### src/rtl/drv_tf_pkg.sv
package drv_tf_pkg;

    localparam int CYL_HI_W = 3;
    localparam int HEAD_W   = 4;
    localparam int FLAG_W   = 6;
    localparam int CNT_W    = 9;

    localparam logic [7:0] ERR_ABORT   = 8'h04;
    localparam logic [7:0] ERR_DIAG_OK = 8'h01;
    localparam logic [2:0] DRVHD_FIXED = 3'b101;

    typedef enum logic [3:0] {
        ACC_NONE,
        ACC_DATA,
        ACC_ERR,
        ACC_COUNT,
        ACC_SECT,
        ACC_CYLLO,
        ACC_CYLHI,
        ACC_DRVHD,
        ACC_STATCMD,
        ACC_ALTCTL,
        ACC_DIN
    } acc_e;

    typedef struct packed {
        logic bsy;
        logic rdy;
        logic wf;
        logic sc;
        logic drq;
        logic corr;
        logic idx;
        logic err;
    } status_t;

    typedef struct packed {
        status_t             stat;
        logic [7:0]          err;
        logic [7:0]          count;
        logic [7:0]          sect;
        logic [7:0]          cyl_lo;
        logic [CYL_HI_W-1:0] cyl_hi;
        logic                slave;
        logic [HEAD_W-1:0]   head;
        logic                srst;
        logic                nien;
        logic                irq_pend;
        logic                cmd_pulse;
        logic [7:0]          cmd_code;
    } tf_state_t;

    function automatic tf_state_t tf_reset_state();
        tf_state_t s;
        s       = '0;
        s.err   = ERR_DIAG_OK;
        s.count = 8'h01;
        s.sect  = 8'h01;
        s.nien  = 1'b1;
        return s;
    endfunction

endpackage

### src/rtl/drv_tf_decode.sv
module drv_tf_decode
    import drv_tf_pkg::*;
(
    input  logic       cs0,
    input  logic       cs1,
    input  logic [2:0] addr,
    output acc_e       acc
);
    always_comb begin
        acc = ACC_NONE;
        if (cs0 && !cs1) begin
            case (addr)
                3'd0:    acc = ACC_DATA;
                3'd1:    acc = ACC_ERR;
                3'd2:    acc = ACC_COUNT;
                3'd3:    acc = ACC_SECT;
                3'd4:    acc = ACC_CYLLO;
                3'd5:    acc = ACC_CYLHI;
                3'd6:    acc = ACC_DRVHD;
                default: acc = ACC_STATCMD;
            endcase
        end else if (cs1 && !cs0) begin
            if (addr == 3'd6)      acc = ACC_ALTCTL;
            else if (addr == 3'd7) acc = ACC_DIN;
        end
    end
endmodule

### src/rtl/drv_tf_rdmux.sv
module drv_tf_rdmux
    import drv_tf_pkg::*;
#(
    parameter int DATA_W = 16
) (
    input  acc_e              acc,
    input  logic              busy,
    input  logic [7:0]        stat_b,
    input  logic [7:0]        err_b,
    input  logic [7:0]        count_b,
    input  logic [7:0]        sect_b,
    input  logic [7:0]        cyllo_b,
    input  logic [7:0]        cylhi_b,
    input  logic [7:0]        drvhd_b,
    input  logic [7:0]        din_b,
    input  logic [DATA_W-1:0] buf_rdata,
    output logic [DATA_W-1:0] data,
    output logic              hit
);
    localparam int PAD_W = DATA_W - 8;

    logic [7:0] byte_v;
    logic       cmd_blk;

    always_comb begin
        cmd_blk = (acc != ACC_NONE) && (acc != ACC_ALTCTL) && (acc != ACC_DIN);
        hit     = (acc != ACC_NONE);
        byte_v  = 8'h00;
        case (acc)
            ACC_ERR:     byte_v = err_b;
            ACC_COUNT:   byte_v = count_b;
            ACC_SECT:    byte_v = sect_b;
            ACC_CYLLO:   byte_v = cyllo_b;
            ACC_CYLHI:   byte_v = cylhi_b;
            ACC_DRVHD:   byte_v = drvhd_b;
            ACC_STATCMD: byte_v = stat_b;
            ACC_ALTCTL:  byte_v = stat_b;
            ACC_DIN:     byte_v = din_b;
            default:     byte_v = 8'h00;
        endcase
        if (cmd_blk && busy)
            data = {{PAD_W{1'b0}}, stat_b};
        else if (acc == ACC_DATA)
            data = buf_rdata;
        else
            data = {{PAD_W{1'b0}}, byte_v};
    end
endmodule

### src/rtl/drv_taskfile.sv
module drv_taskfile
    import drv_tf_pkg::*;
#(
    parameter int DATA_W = 16
) (
    input  logic                   clk,
    input  logic                   rst_n,
    input  logic                   dev_is_slave,
    input  logic                   cs0,
    input  logic                   cs1,
    input  logic [2:0]             addr,
    input  logic                   rd_stb,
    input  logic                   wr_stb,
    input  logic [DATA_W-1:0]      wdata,
    output logic [DATA_W-1:0]      rdata,
    output logic                   rdata_oe,
    output logic                   irq_out,
    output logic                   irq_oe,
    input  logic [DATA_W-1:0]      buf_rdata,
    output logic                   buf_rd,
    output logic                   buf_wr,
    output logic [DATA_W-1:0]      buf_wdata,
    input  logic [FLAG_W-1:0]      fw_flags,
    input  logic                   wr_gate,
    input  logic                   fw_done,
    input  logic                   fw_err,
    input  logic [7:0]             fw_err_code,
    output logic                   cmd_valid,
    output logic [7:0]             cmd_code,
    output logic                   srst_out,
    output logic [CNT_W-1:0]       fw_count,
    output logic [7:0]             fw_sector,
    output logic [CYL_HI_W+7:0]    fw_cyl,
    output logic [HEAD_W-1:0]      fw_head,
    output logic                   fw_slave
);
    localparam int CYL_PAD = 8 - CYL_HI_W;
    localparam int DS_W    = 8 - 2 - HEAD_W;

    tf_state_t state_q, state_d;
    acc_e      acc;
    logic      selected, rd_hit, wr_cmdblk;
    logic      mux_hit;
    logic [DATA_W-1:0] mux_data;
    logic [7:0] drvhd_b, din_b, cylhi_b;

    drv_tf_decode u_dec (
        .cs0  (cs0),
        .cs1  (cs1),
        .addr (addr),
        .acc  (acc)
    );

    assign drvhd_b = {DRVHD_FIXED, state_q.slave, state_q.head};
    assign cylhi_b = {{CYL_PAD{1'b0}}, state_q.cyl_hi};
    assign din_b   = {1'b0, wr_gate, state_q.head,
                      state_q.slave ? DS_W'(2'b01) : DS_W'(2'b10)};

    drv_tf_rdmux #(.DATA_W(DATA_W)) u_mux (
        .acc       (acc),
        .busy      (state_q.stat.bsy),
        .stat_b    (state_q.stat),
        .err_b     (state_q.err),
        .count_b   (state_q.count),
        .sect_b    (state_q.sect),
        .cyllo_b   (state_q.cyl_lo),
        .cylhi_b   (cylhi_b),
        .drvhd_b   (drvhd_b),
        .din_b     (din_b),
        .buf_rdata (buf_rdata),
        .data      (mux_data),
        .hit       (mux_hit)
    );

    always_comb begin
        selected  = (state_q.slave == dev_is_slave);
        rd_hit    = rd_stb && selected && mux_hit;
        wr_cmdblk = wr_stb && !state_q.stat.bsy &&
                    (acc != ACC_NONE) && (acc != ACC_ALTCTL) && (acc != ACC_DIN);

        state_d           = state_q;
        state_d.cmd_pulse = 1'b0;

        if (state_q.srst) begin
            state_d          = tf_reset_state();
            state_d.srst     = state_q.srst;
            state_d.nien     = state_q.nien;
            state_d.stat.bsy = 1'b1;
        end else begin
            if (wr_cmdblk) begin
                case (acc)
                    ACC_COUNT: state_d.count  = wdata[7:0];
                    ACC_SECT:  state_d.sect   = wdata[7:0];
                    ACC_CYLLO: state_d.cyl_lo = wdata[7:0];
                    ACC_CYLHI: state_d.cyl_hi = wdata[CYL_HI_W-1:0];
                    ACC_DRVHD: begin
                        state_d.slave = wdata[4];
                        state_d.head  = wdata[HEAD_W-1:0];
                    end
                    ACC_STATCMD: begin
                        if (state_q.stat.rdy && !state_q.stat.wf) begin
                            state_d.stat.bsy = 1'b1;
                            state_d.stat.err = 1'b0;
                            state_d.cmd_pulse = 1'b1;
                            state_d.cmd_code  = wdata[7:0];
                        end else begin
                            state_d.stat.err = 1'b1;
                            state_d.err      = ERR_ABORT;
                            state_d.irq_pend = 1'b1;
                        end
                    end
                    default: ;
                endcase
            end
            if (rd_hit && acc == ACC_STATCMD)
                state_d.irq_pend = 1'b0;
            if (fw_done && state_q.stat.bsy) begin
                state_d.stat.bsy = 1'b0;
                state_d.stat.err = fw_err;
                if (fw_err)
                    state_d.err = fw_err_code;
                state_d.irq_pend = 1'b1;
            end
        end

        if (wr_stb && acc == ACC_ALTCTL) begin
            state_d.srst = wdata[2];
            state_d.nien = wdata[1];
        end

        {state_d.stat.rdy, state_d.stat.wf, state_d.stat.sc,
         state_d.stat.drq, state_d.stat.corr, state_d.stat.idx} = fw_flags;
    end

    always_ff @(posedge clk or negedge rst_n) begin
        if (!rst_n) state_q <= tf_reset_state();
        else        state_q <= state_d;
    end

    assign rdata     = rd_hit ? mux_data : '0;
    assign rdata_oe  = rd_hit;
    assign irq_out   = state_q.irq_pend;
    assign irq_oe    = !state_q.nien;
    assign buf_rd    = rd_hit && (acc == ACC_DATA) && !state_q.stat.bsy;
    assign buf_wr    = wr_cmdblk && selected && (acc == ACC_DATA);
    assign buf_wdata = wdata;
    assign cmd_valid = state_q.cmd_pulse;
    assign cmd_code  = state_q.cmd_code;
    assign srst_out  = state_q.srst;
    assign fw_count  = (state_q.count == 8'h00) ? CNT_W'(256) : CNT_W'(state_q.count);
    assign fw_sector = state_q.sect;
    assign fw_cyl    = {state_q.cyl_hi, state_q.cyl_lo};
    assign fw_head   = state_q.head;
    assign fw_slave  = state_q.slave;

endmodule

### config.mk
export PLATFORM = sky130hd
export DESIGN_NAME = drv_taskfile
export DESIGN_NICKNAME = d
export VERILOG_FILES = /design/src/rtl/drv_tf_pkg.sv /design/src/rtl/drv_tf_decode.sv /design/src/rtl/drv_tf_rdmux.sv /design/src/rtl/drv_taskfile.sv
export SDC_FILE = /design/constraint.sdc
export NUM_CORES = 1
export LEC_CHECK = 0
export BUFFER_PORTS_ARGS = -buffer_cell sky130_fd_sc_hd__buf_2
export CORE_ASPECT_RATIO = 1.5
export CORE_MARGIN = 2
export CORE_UTILIZATION = 50
export CTS_CLUSTER_SIZE = 14
export DETAILED_ROUTE_END_ITERATION = 10
export PLACE_DENSITY = 0.85
export SLEW_MARGIN = 20
export SYNTH_ARGS = -nofsm -noshare
export SYNTH_HDL_FRONTEND = slang
export SYNTH_SLANG_ARGS = --single-unit
### constraint.sdc
create_clock -name clk -period 3.65 [get_ports clk]
set_input_delay 0.73 -clock clk [delete_from_list [all_inputs] [get_ports clk]]
set_output_delay 0.73 -clock clk [all_outputs]
set_load 0.005 [all_outputs]
### After elaboration in Yosys (flattened, before gate mapping)

Cells that the tools add are included.

* eq/ne operators: 21
* muxes and demuxes: 35
* reductions and logical operators: 50

Operators by type and width (number)
* $mux 41: 2
* $pmux 8 s8: 1
* $mux 16: 3
* $mux 8: 5
* $mux 9: 4
* $mux 10: 3
* $pmux 4 s7: 1
* $logic_and 1x1->1: 19
* $eq 4x3->1 const B: 4
* $mux 4: 4
* $reduce_bool 2->1: 8
* $eq 3x3->1 const B: 4
* $eq 4x4->1 const B: 3
* $reduce_and 2->1: 6
* $reduce_bool 4->1: 3
* $mux 1: 9
* $reduce_and 3->1: 3
* $reduce_bool 3->1: 3
* $eq 4x2->1 const B: 2
* $logic_not 8->1: 1
* $ne 4x4->1 const B: 2
* $eq 3x2->1 const B: 2
* $logic_not 1->1: 5
* $mux 5: 1
* other kinds (8): 8

* register bits after elaboration: 60
* input bits: 59
* output and inout port bits: 80
* logic and storage cells: 126

### Depth between registers and ports, before layout

Gate-level depths: netlist of the first run.

* word-level depth: 13
* mapped depth: 10

### Hierarchy

Synthesis of the first run repeated with hierarchy kept, for this count alone.

* cell total of the unflattened synthesis: 476
* area, all modules: 4160.2 um^2

By module, submodules not included
* drv_taskfile: times used 1, cells an instance 348, area an instance 3173.0 um^2, seq. area each 1506.4 um^2
* drv_tf_rdmux: times used 1, cells an instance 106, area an instance 824.5 um^2, seq. area each 0.0 um^2
* drv_tf_decode: times used 1, cells an instance 22, area an instance 162.7 um^2, seq. area each 0.0 um^2

### Least setup slack after synthesis of the first run

Ideal clock, no wire load.

* path kind: input-to-output
* from: input addr[0]
* to: output rdata[6]
* arrival: 2567 ps
* required time: 2920 ps
* slack: 353 ps
* stages: 9
* cell sequence: inv_1 > ha_1 > or4b_4 > o211a_2 > buf_6 > nor3_1 > o2bb2ai_1 > a211oi_1 > o2bb2ai_1

* longest elaborated chain between the ends: 11
* elaborated cells between the ends (all ways): 35
* classes of those cells: eq/ne: 19; mux: 9; reduce/logical: 7

RTL lines
* from (decl): RTL line drv_taskfile.sv:11 `input logic [2:0] addr,`
* $eq 3x3->1: RTL line drv_tf_decode.sv:24 `else if (addr == 3'd7) acc = ACC_DIN;`
* $mux 4: RTL line drv_tf_decode.sv:24
* $mux 4: RTL line drv_tf_decode.sv:23 `if (addr == 3'd6) acc = ACC_ALTCTL;`
* $mux 4: RTL line drv_tf_decode.sv:22 `end else if (cs1 && !cs0) begin`
* $mux 4 *: RTL line drv_tf_decode.sv:11 `if (cs0 && !cs1) begin`
* $eq 4x4->1, or another cell as far along: RTL line drv_tf_rdmux.sv:29 `case (acc)`
* $reduce_or 2->1 (no source line) / $logic_and 1x1->1 (equally long branches)
* $pmux 8 s8 / $logic_and 1x1->1 (equally long branches): RTL line drv_tf_rdmux.sv:29, drv_tf_rdmux.sv:26
* $mux 16 / $logic_and 1x1->1 (equally long branches): RTL line drv_tf_rdmux.sv:43, drv_tf_rdmux.sv:41
* $mux 16: RTL line drv_tf_rdmux.sv:41 `if (cmd_blk && busy)`
* $mux 16 *: RTL line drv_taskfile.sv:140 `assign rdata = rd_hit ? mux_data : '0;`
* to (decl): RTL line drv_taskfile.sv:15 `output logic [DATA_W-1:0] rdata,`

Every way passes the cells marked *; elsewhere a longest branch is shown, timed or not.

### Worst setup path after layout of the first run

* from: input addr[0]
* to: output rdata[4]

Same word-level chain as after synthesis.

==> results of run 1 <==
[cell families after synthesis]
family / Yosys count
adder cells (fa/ha/maj): 4
AND/OR/NAND/NOR: 132
AO/OA/AOI/OAI: 83
flip-flops: 60
XOR/XNOR: 1
multiplexers: 46
buffers and inverters: 77
[layout make-up]
| cell class | instances | area, um^2 |
|---|---|---|
| Clock inverter | 3 | 20.0 |
| Sequential cell | 60 | 1510 |
| Fill cell | 647 | 2790 |
| Multi-Input combinational cell | 266 | 1810 |
| Inverter | 8 | 30.0 |
| Tap cell | 100 | 125 |
| Clock buffer | 13 | 169 |
| Timing Repair Buffer | 149 | 816 |
[final timing paths]
path	startpoint	endpoint	slack, ns	cells after the start
max	addr[0]	rdata[4]	0.09	11
min	rst_n	fw_cyl[5]	0.39	1
max reg2reg	state_q[59]	fw_cyl[3]	1.62	6
min reg2reg	state_q[47]	state_q[47]	0.51	1
max in group asynchronous	rst_n	state_q[44]	2.56	2
min in group clk	fw_flags[5]	state_q[58]	0.49	1
[registers in the layout, summed over array words and instances (netlist names)]
| register | flops |
|---|---|
| fw_sector | 8 |
| cmd_code | 8 |
| state_q | 25 |
| fw_head | 4 |
| srst_out | 1 |
| fw_cyl | 11 |
| cmd_valid | 1 |
| irq_out | 1 |
| fw_slave | 1 |
[layout by cell type (no fill, tap or decap), drive strengths merged, types with 3 or more instances in the layout]
cell	instances
inv	8
nor4	3
dfstp	4
mux2i	43
nor3	8
a311oi	3
ha	4
mux2	3
buf	149
o21a	3
a21oi	16
a221oi	5
a211oi	8
o21ai	15
dfrtp	56
and2	8
o2bb2ai	4
nand3	13
a31oi	7
a22o	7
nor2b	3
nor2	59
clkbuf	13
o211ai	3
nand2	23
[stage by stage]
stage | power, uW | setup TNS [ns] | utilization
6_report | 1900 | 0 | 0.616
5_1_grt | 2000 | -0.0360 | 0.616
4_1_cts | 1900 | 0 | 0.610
3_5_place_dp | 1340 | 0 | 0.584
3_3_place_gp | 1330 | 0 | 0.584
2_1_floorplan | 1150 | 0 | -
[metal layers]
metal	vias to the layer above	GRT usage	part of all wire
li1	1561	-	-
met1	1631	0.335	0.38
met2	190	0.477	0.51
met3	44	0.0473	0.064
met4	0	0.185	0.052
met5	-	0	0
[synth_stat cells, types with 3 or more instances]
master	number	area, um^2
a211oi_1	7	52.6
a21oi_1	16	80.1
a221oi_1	5	43.8
a22o_1	7	61.3
a311oi_1	3	26.3
a31oi_1	7	43.8
and2_1	8	50.1
buf_2	3	15.0
buf_4	47	353
clkbuf_1	17	63.8
dfrtp_1	56	1400
dfstp_2	4	105
ha_1	4	50.1
inv_1	8	30.0
mux2_2	3	33.8
mux2i_1	43	430
nand2_1	23	86.3
nand3_1	12	60.1
nor2_1	59	221
nor2b_1	3	18.8
nor3_1	6	30.0
o21a_1	3	22.5
o21ai_0	12	60.1
o2bb2ai_1	4	35.0
[worst max-delay path: cells and delay by family]
kind | cells | cell delay [ns]
AO/OA/AOI/OAI | 3 | 0.41
buffers and inverters | 4 | 0.49
adder cells (fa/ha/maj) | 1 | 0.23
AND/OR/NAND/NOR | 3 | 0.94
[repair_timing]
item	in CTS	in global routing
gates resized for setup	0	7
buffers inserted	0	1
hold buffers	0	0
setup endpoints to repair	0	8
[power by group]
| part | internal [uW] | switching [uW] | total (uW) |
|---|---|---|---|
| clock | 301 | 258 | 559 |
| sequential | 763 | 90.9 | 854 |
| combinational | 204 | 288 | 492 |
==> results.py, run 1 <==
metrics = {
    "timing": {
        "relSlewSlack": 0.579,
        "rsz0062_at_grt": "yes",
        "slew_violations": 0,
        "period_minus_slack_ns": 3.56,
        "setup_viol": 0,
        "holdWs_ns": 0.386,
        "fin_crit_sh": 0.975,
        "fin_skew_ns": 0.00609,
        "setup_ws_ns": 0.0922,
        "worstMarginPinSlew_ns": 0.630,
        "fmax_ghz": 0.281,
        "hold_viol_final": 0,
    },
    "route": {
        "drc": 0,
        "vias": 3426,
        "first_iter_violations": 253,
        "first_pass_iters": 5,
        "wire_per_inst_um": 19.0,
        "drt_wl_total_mm": 11.4,
        "ant_nets": 0,
        "avgViaCountPerCell": 5.72,
    },
    "setup_path": {
        "cp_max_fo": 6,
        "startpoint_type": "input pin",
        "cp_slowest_cell": "or4b_4",
        "critical_path_class": "in -> out",
        "arrival_ns": 2.83,
        "critPathMostFrequentCell": "buf_2",
        "endpoint_kind": "primary output",
        "max_stage_delay_ns": 0.56,
        "required_ns": 2.92,
        "path_cells": "buf_2 > inv_1 > ha_1 > or4b_4 > o211ai_2 > buf_4 > nand3_1 > nor2_1 > a211oi_1 > o2bb2ai_1 > buf_2",
    },
    "grt": {
        "overflow": 0,
        "grt_util_all_layers": 0.287,
        "grt_first_pass_wirelength_mm": 17.4,
        "antenna_found_initial": 0,
        "first_global_vias": 3382,
        "grt_max_degree": 48,
    },
    "cells_and_area": {
        "num_antenna_cells": 0,
        "area_growth_pct": 18.8,
        "nNetsFinal": 557,
        "instances_no_fill": 599,
        "stdcell_area_um2": 4480,
        "drive_gt1_frac": 0.379,
    },
    "yosys": {
        "synth-simple-area-share": 0.172,
        "synthAdderAreaFrac": 0.0133,
        "muxShareOfSynthArea": 0.123,
        "ys.flop_type": "dfrtp_1",
        "ys_warn_count": 0,
        "yosysSeqAreaShare": 0.399,
        "synthXorXnorAreaFrac": 0.00232,
        "synth_top_family_by_area": "simple AND/OR/NAND/NOR gates",
        "synthesis.area_um2": 3770,
        "yosysUniqueCellTypes": 58,
        "synth-compound-area-share": 0.161,
        "async_flop_share": 1.00,
        "ys_ff_latch": 60,
        "synth_nets": 466,
        "synth-edff-count": 0,
        "avgSynthCellArea_um2": 9.36,
        "syn_inst": 403,
    },
    "floorplanning": {
        "die_h_um": 110,
        "pin_count": 139,
        "initial_core_util": 0.519,
        "die_w_um": 74.9,
        "rows": 38,
        "dieArea_um2": 8270,
        "core-area_um2": 7270,
    },
    "placement": {
        "pre_cts_ws_ns": 0.0282,
        "gp_congestion": 0.959,
        "place_inst": 582,
        "port_buffers": 122,
        "placed_area_um2": 4250,
        "hpwlAfterDp_mm": 8.66,
    },
    "clock_tree": {
        "cts_max_level": 3,
        "insertion_delay_ns": 0.34,
        "cts_made_buffers": 9,
        "root_buffer": "clkbuf_8",
        "clk_pin_slew_ns": 0.06,
        "cts_tree": "done",
        "cts_buffer_depth": 2,
        "cts_sinks": 60,
    },
    "power": {
        "power_density_nw_per_um2": 425,
        "peakVddDrop_v": 0.000301,
        "p_leak_uw": 0.00236,
    },
    "flow_run": {
        "drv_cap": 0,
    },
    "min_path": {
        "hold_class": "in -> async",
    },
    "outcome": {
        "outcome": "finished, final reports clean",
    },
}
Note: power is estimated with default switching activity, not from simulation.
==> run 2, diff against run 1 <==
- CORE_UTILIZATION: 50 -> 51
- SYNTH_HIERARCHICAL: default -> 1
==> results.py, run 2 <==
metrics = {
    "setup_path": {
        "required_ns": 2.92,
        "worstReg2RegEnd": "irq_out",
        "startpoint_type": "input pin",
        "r2r_cells": 4,
        "cp_max_fo": 7,
        "endpoint_kind": "primary output",
        "critical_path_class": "in -> out",
        "worst_r2r_startpoint": "state_q[59]",
        "rrSetupSlack_ns": 1.87,
        "arrival_ns": 3.05,
    },
    "yosys": {
        "async_flop_share": 1.00,
        "yosysUniqueCellTypes": 60,
        "ys_ff_latch": 60,
        "syn_inst": 476,
        "yosys.area.top_type": "dfrtp_1",
        "avgSynthCellArea_um2": 8.74,
        "yosys.area.top_type_share": 0.337,
        "ys.flop_type": "dfrtp_1",
        "synth-edff-count": 0,
        "synth.area.top_cells": "dfrtp_1 (34%), buf_4 (8.5%), a21oi_1 (5.8%), o21ai_0 (5.7%), and2_1 (3.6%)",
        "yosysSeqAreaShare": 0.362,
        "synthesis.area_um2": 4160,
        "synthTopCellsByCount": "dfrtp_1 (56), a21oi_1 (48), buf_4 (47), o21ai_0 (47), clkbuf_1 (36)",
        "post-synth-top-count-cell": "dfrtp_1",
        "ys_warn_count": 6,
    },
    "timing": {
        "slew_violations": 0,
        "setup_ws_ns": -0.135,
        "worstMarginPinSlew_ns": 0.798,
        "holdWs_ns": 0.418,
        "fin_skew_ns": 0.00769,
        "setup_viol": 8,
        "fin_crit_sh": 1.04,
        "fmax_ghz": 0.264,
        "period_minus_slack_ns": 3.78,
        "hold_viol_final": 0,
        "relSlewSlack": 0.468,
        "rsz0062_at_grt": "yes",
    },
    "route": {
        "avgViaCountPerCell": 6.21,
        "wire_per_inst_um": 19.6,
        "top_layer_used": "met4",
        "first_pass_iters": 8,
        "wl_met1_mm": 4.77,
        "vias": 4207,
        "drt_wl_total_mm": 13.3,
        "ant_nets": 0,
        "wl_met3_mm": 1.01,
        "first_iter_violations": 360,
        "drc": 0,
        "wl_met2_mm": 6.99,
    },
    "clock_tree": {
        "clk_pin_slew_ns": 0.05,
        "cts_buffer_depth": 2,
        "cts_made_buffers": 9,
        "root_buffer": "clkbuf_16",
        "cts_tree": "done",
        "cts_sinks": 60,
        "cts_max_level": 3,
        "insertion_delay_ns": 0.33,
    },
    "floorplanning": {
        "die_w_um": 77.7,
        "rows": 40,
        "die_h_um": 115,
        "core-area_um2": 7960,
        "initial_core_util": 0.523,
        "pin_count": 139,
        "dieArea_um2": 8910,
    },
    "cells_and_area": {
        "num_antenna_cells": 0,
        "drive_gt1_frac": 0.406,
        "final_common_cell": "buf_2",
        "instances_no_fill": 677,
        "regMostFlops": "state_q",
        "nNetsFinal": 630,
        "fillers": 615,
        "area_growth_pct": 26.9,
        "largest_reg_flops": 25,
        "layout_common_cells": "buf_2 (120), dfrtp_1 (56), a21oi_1 (48)",
    },
    "power": {
        "total_power_uw": 2360,
        "p_leak_uw": 0.00242,
        "peakVddDrop_v": 0.000259,
        "power_density_nw_per_um2": 447,
    },
    "placement": {
        "hpwlAfterDp_mm": 9.80,
        "port_buffers": 122,
        "place_inst": 653,
        "gp_congestion": 1.02,
    },
    "grt": {
        "grt_first_pass_wirelength_mm": 20.9,
        "antenna_found_initial": 0,
        "grt_max_degree": 50,
        "grt_util_all_layers": 0.302,
        "overflow": 0,
        "first_global_vias": 4088,
    },
    "min_path": {
        "hold_class": "in -> async",
    },
    "outcome": {
        "outcome": "finished with violations",
        "violations": "setup timing",
    },
    "flow_run": {
        "drv_cap": 0,
    },
}
## run 2: cell types whose count changed after synthesis, sizes merged, moves of 17 or more
cell | before | now
mux2i | 43 | 15
o21ai | 15 | 50
clkbuf | 17 | 36
nand3 | 13 | 30
a21oi | 16 | 48
nor2 | 59 | 7
## run 2: timing repair
action | 4_1_cts | 5_1_grt
setup endpoints to repair | 17 | 16
pin swaps | 16 | 7
cloned | 1 | 1
hold buffers | 0 | 0
gates resized for setup | 35 | 19
setup buffers | 3 | 4
## run 2: layout make-up
cell class | count | area (um^2) | area share
Tap cell | 105 | 131 | 0.0249
Clock inverter | 6 | 63.8 | 0.0121
Multi-Input combinational cell | 318 | 2260 | 0.427
Sequential cell | 60 | 1510 | 0.285
Clock buffer | 10 | 239 | 0.0452
Timing Repair Buffer | 169 | 1040 | 0.198
Inverter | 9 | 41.3 | 0.00782
## run 2: per-layer routing
metal  vias to the layer above  global-route usage
met4                         0               0.140
met1                      2047               0.350
met2                       252               0.531
li1                       1867                   -
met5                         -                   0
met3                        41              0.0607
## run 2: where the power goes
part	switching, uW	internal, uW
clock network	306	545
registers	101	774
logic	348	290
## run 2: worst max-delay path by stage
stage,startpoint,endpoint,cells past startpoint
after floorplan,addr[0],rdata[7],11
after global placement,addr[0],rdata[2],11
after detailed placement,addr[0],rdata[2],11
after CTS,addr[1],rdata[6],11
after global routing,addr[1],rdata[7],11
final,addr[1],rdata[5],11
## run 2: worst max-delay path, cell delays in order
cell and delay (ns):
buf_8 0.09, inv_6 0.04, ha_4 0.14, or3_4 0.39
o32ai_4 0.40, buf_6 0.18, and4b_2 0.28, a221o_1 0.37
o22a_1 0.17, and2_1 0.13, buf_2 0.12
## run 2: kinds of logic after synthesis
kind of cell | after synthesis | synth area share
flip-flops | 60 | 0.362
AND/OR/NAND/NOR | 134 | 0.202
adder cells (fa/ha/maj) | 4 | 0.0120
AO/OA/AOI/OAI | 153 | 0.235
XOR/XNOR | 1 | 0.00211
buffers and inverters | 105 | 0.143
other | 2 | 0.00181
multiplexers | 17 | 0.0415
## run 2: stage by stage
stage,utilization,worst slack (ns),TNS (ns),cell area (um^2)
after floorplan,-,-0.000869,-0.000869,4200
after global placement,0.593,-0.172,-1.70,4720
after detailed placement,0.593,-0.264,-3.03,4720
after CTS,0.648,-0.149,-1.05,5160
after global routing,0.664,-0.223,-1.65,5280
final,0.664,-0.135,-0.872,5280
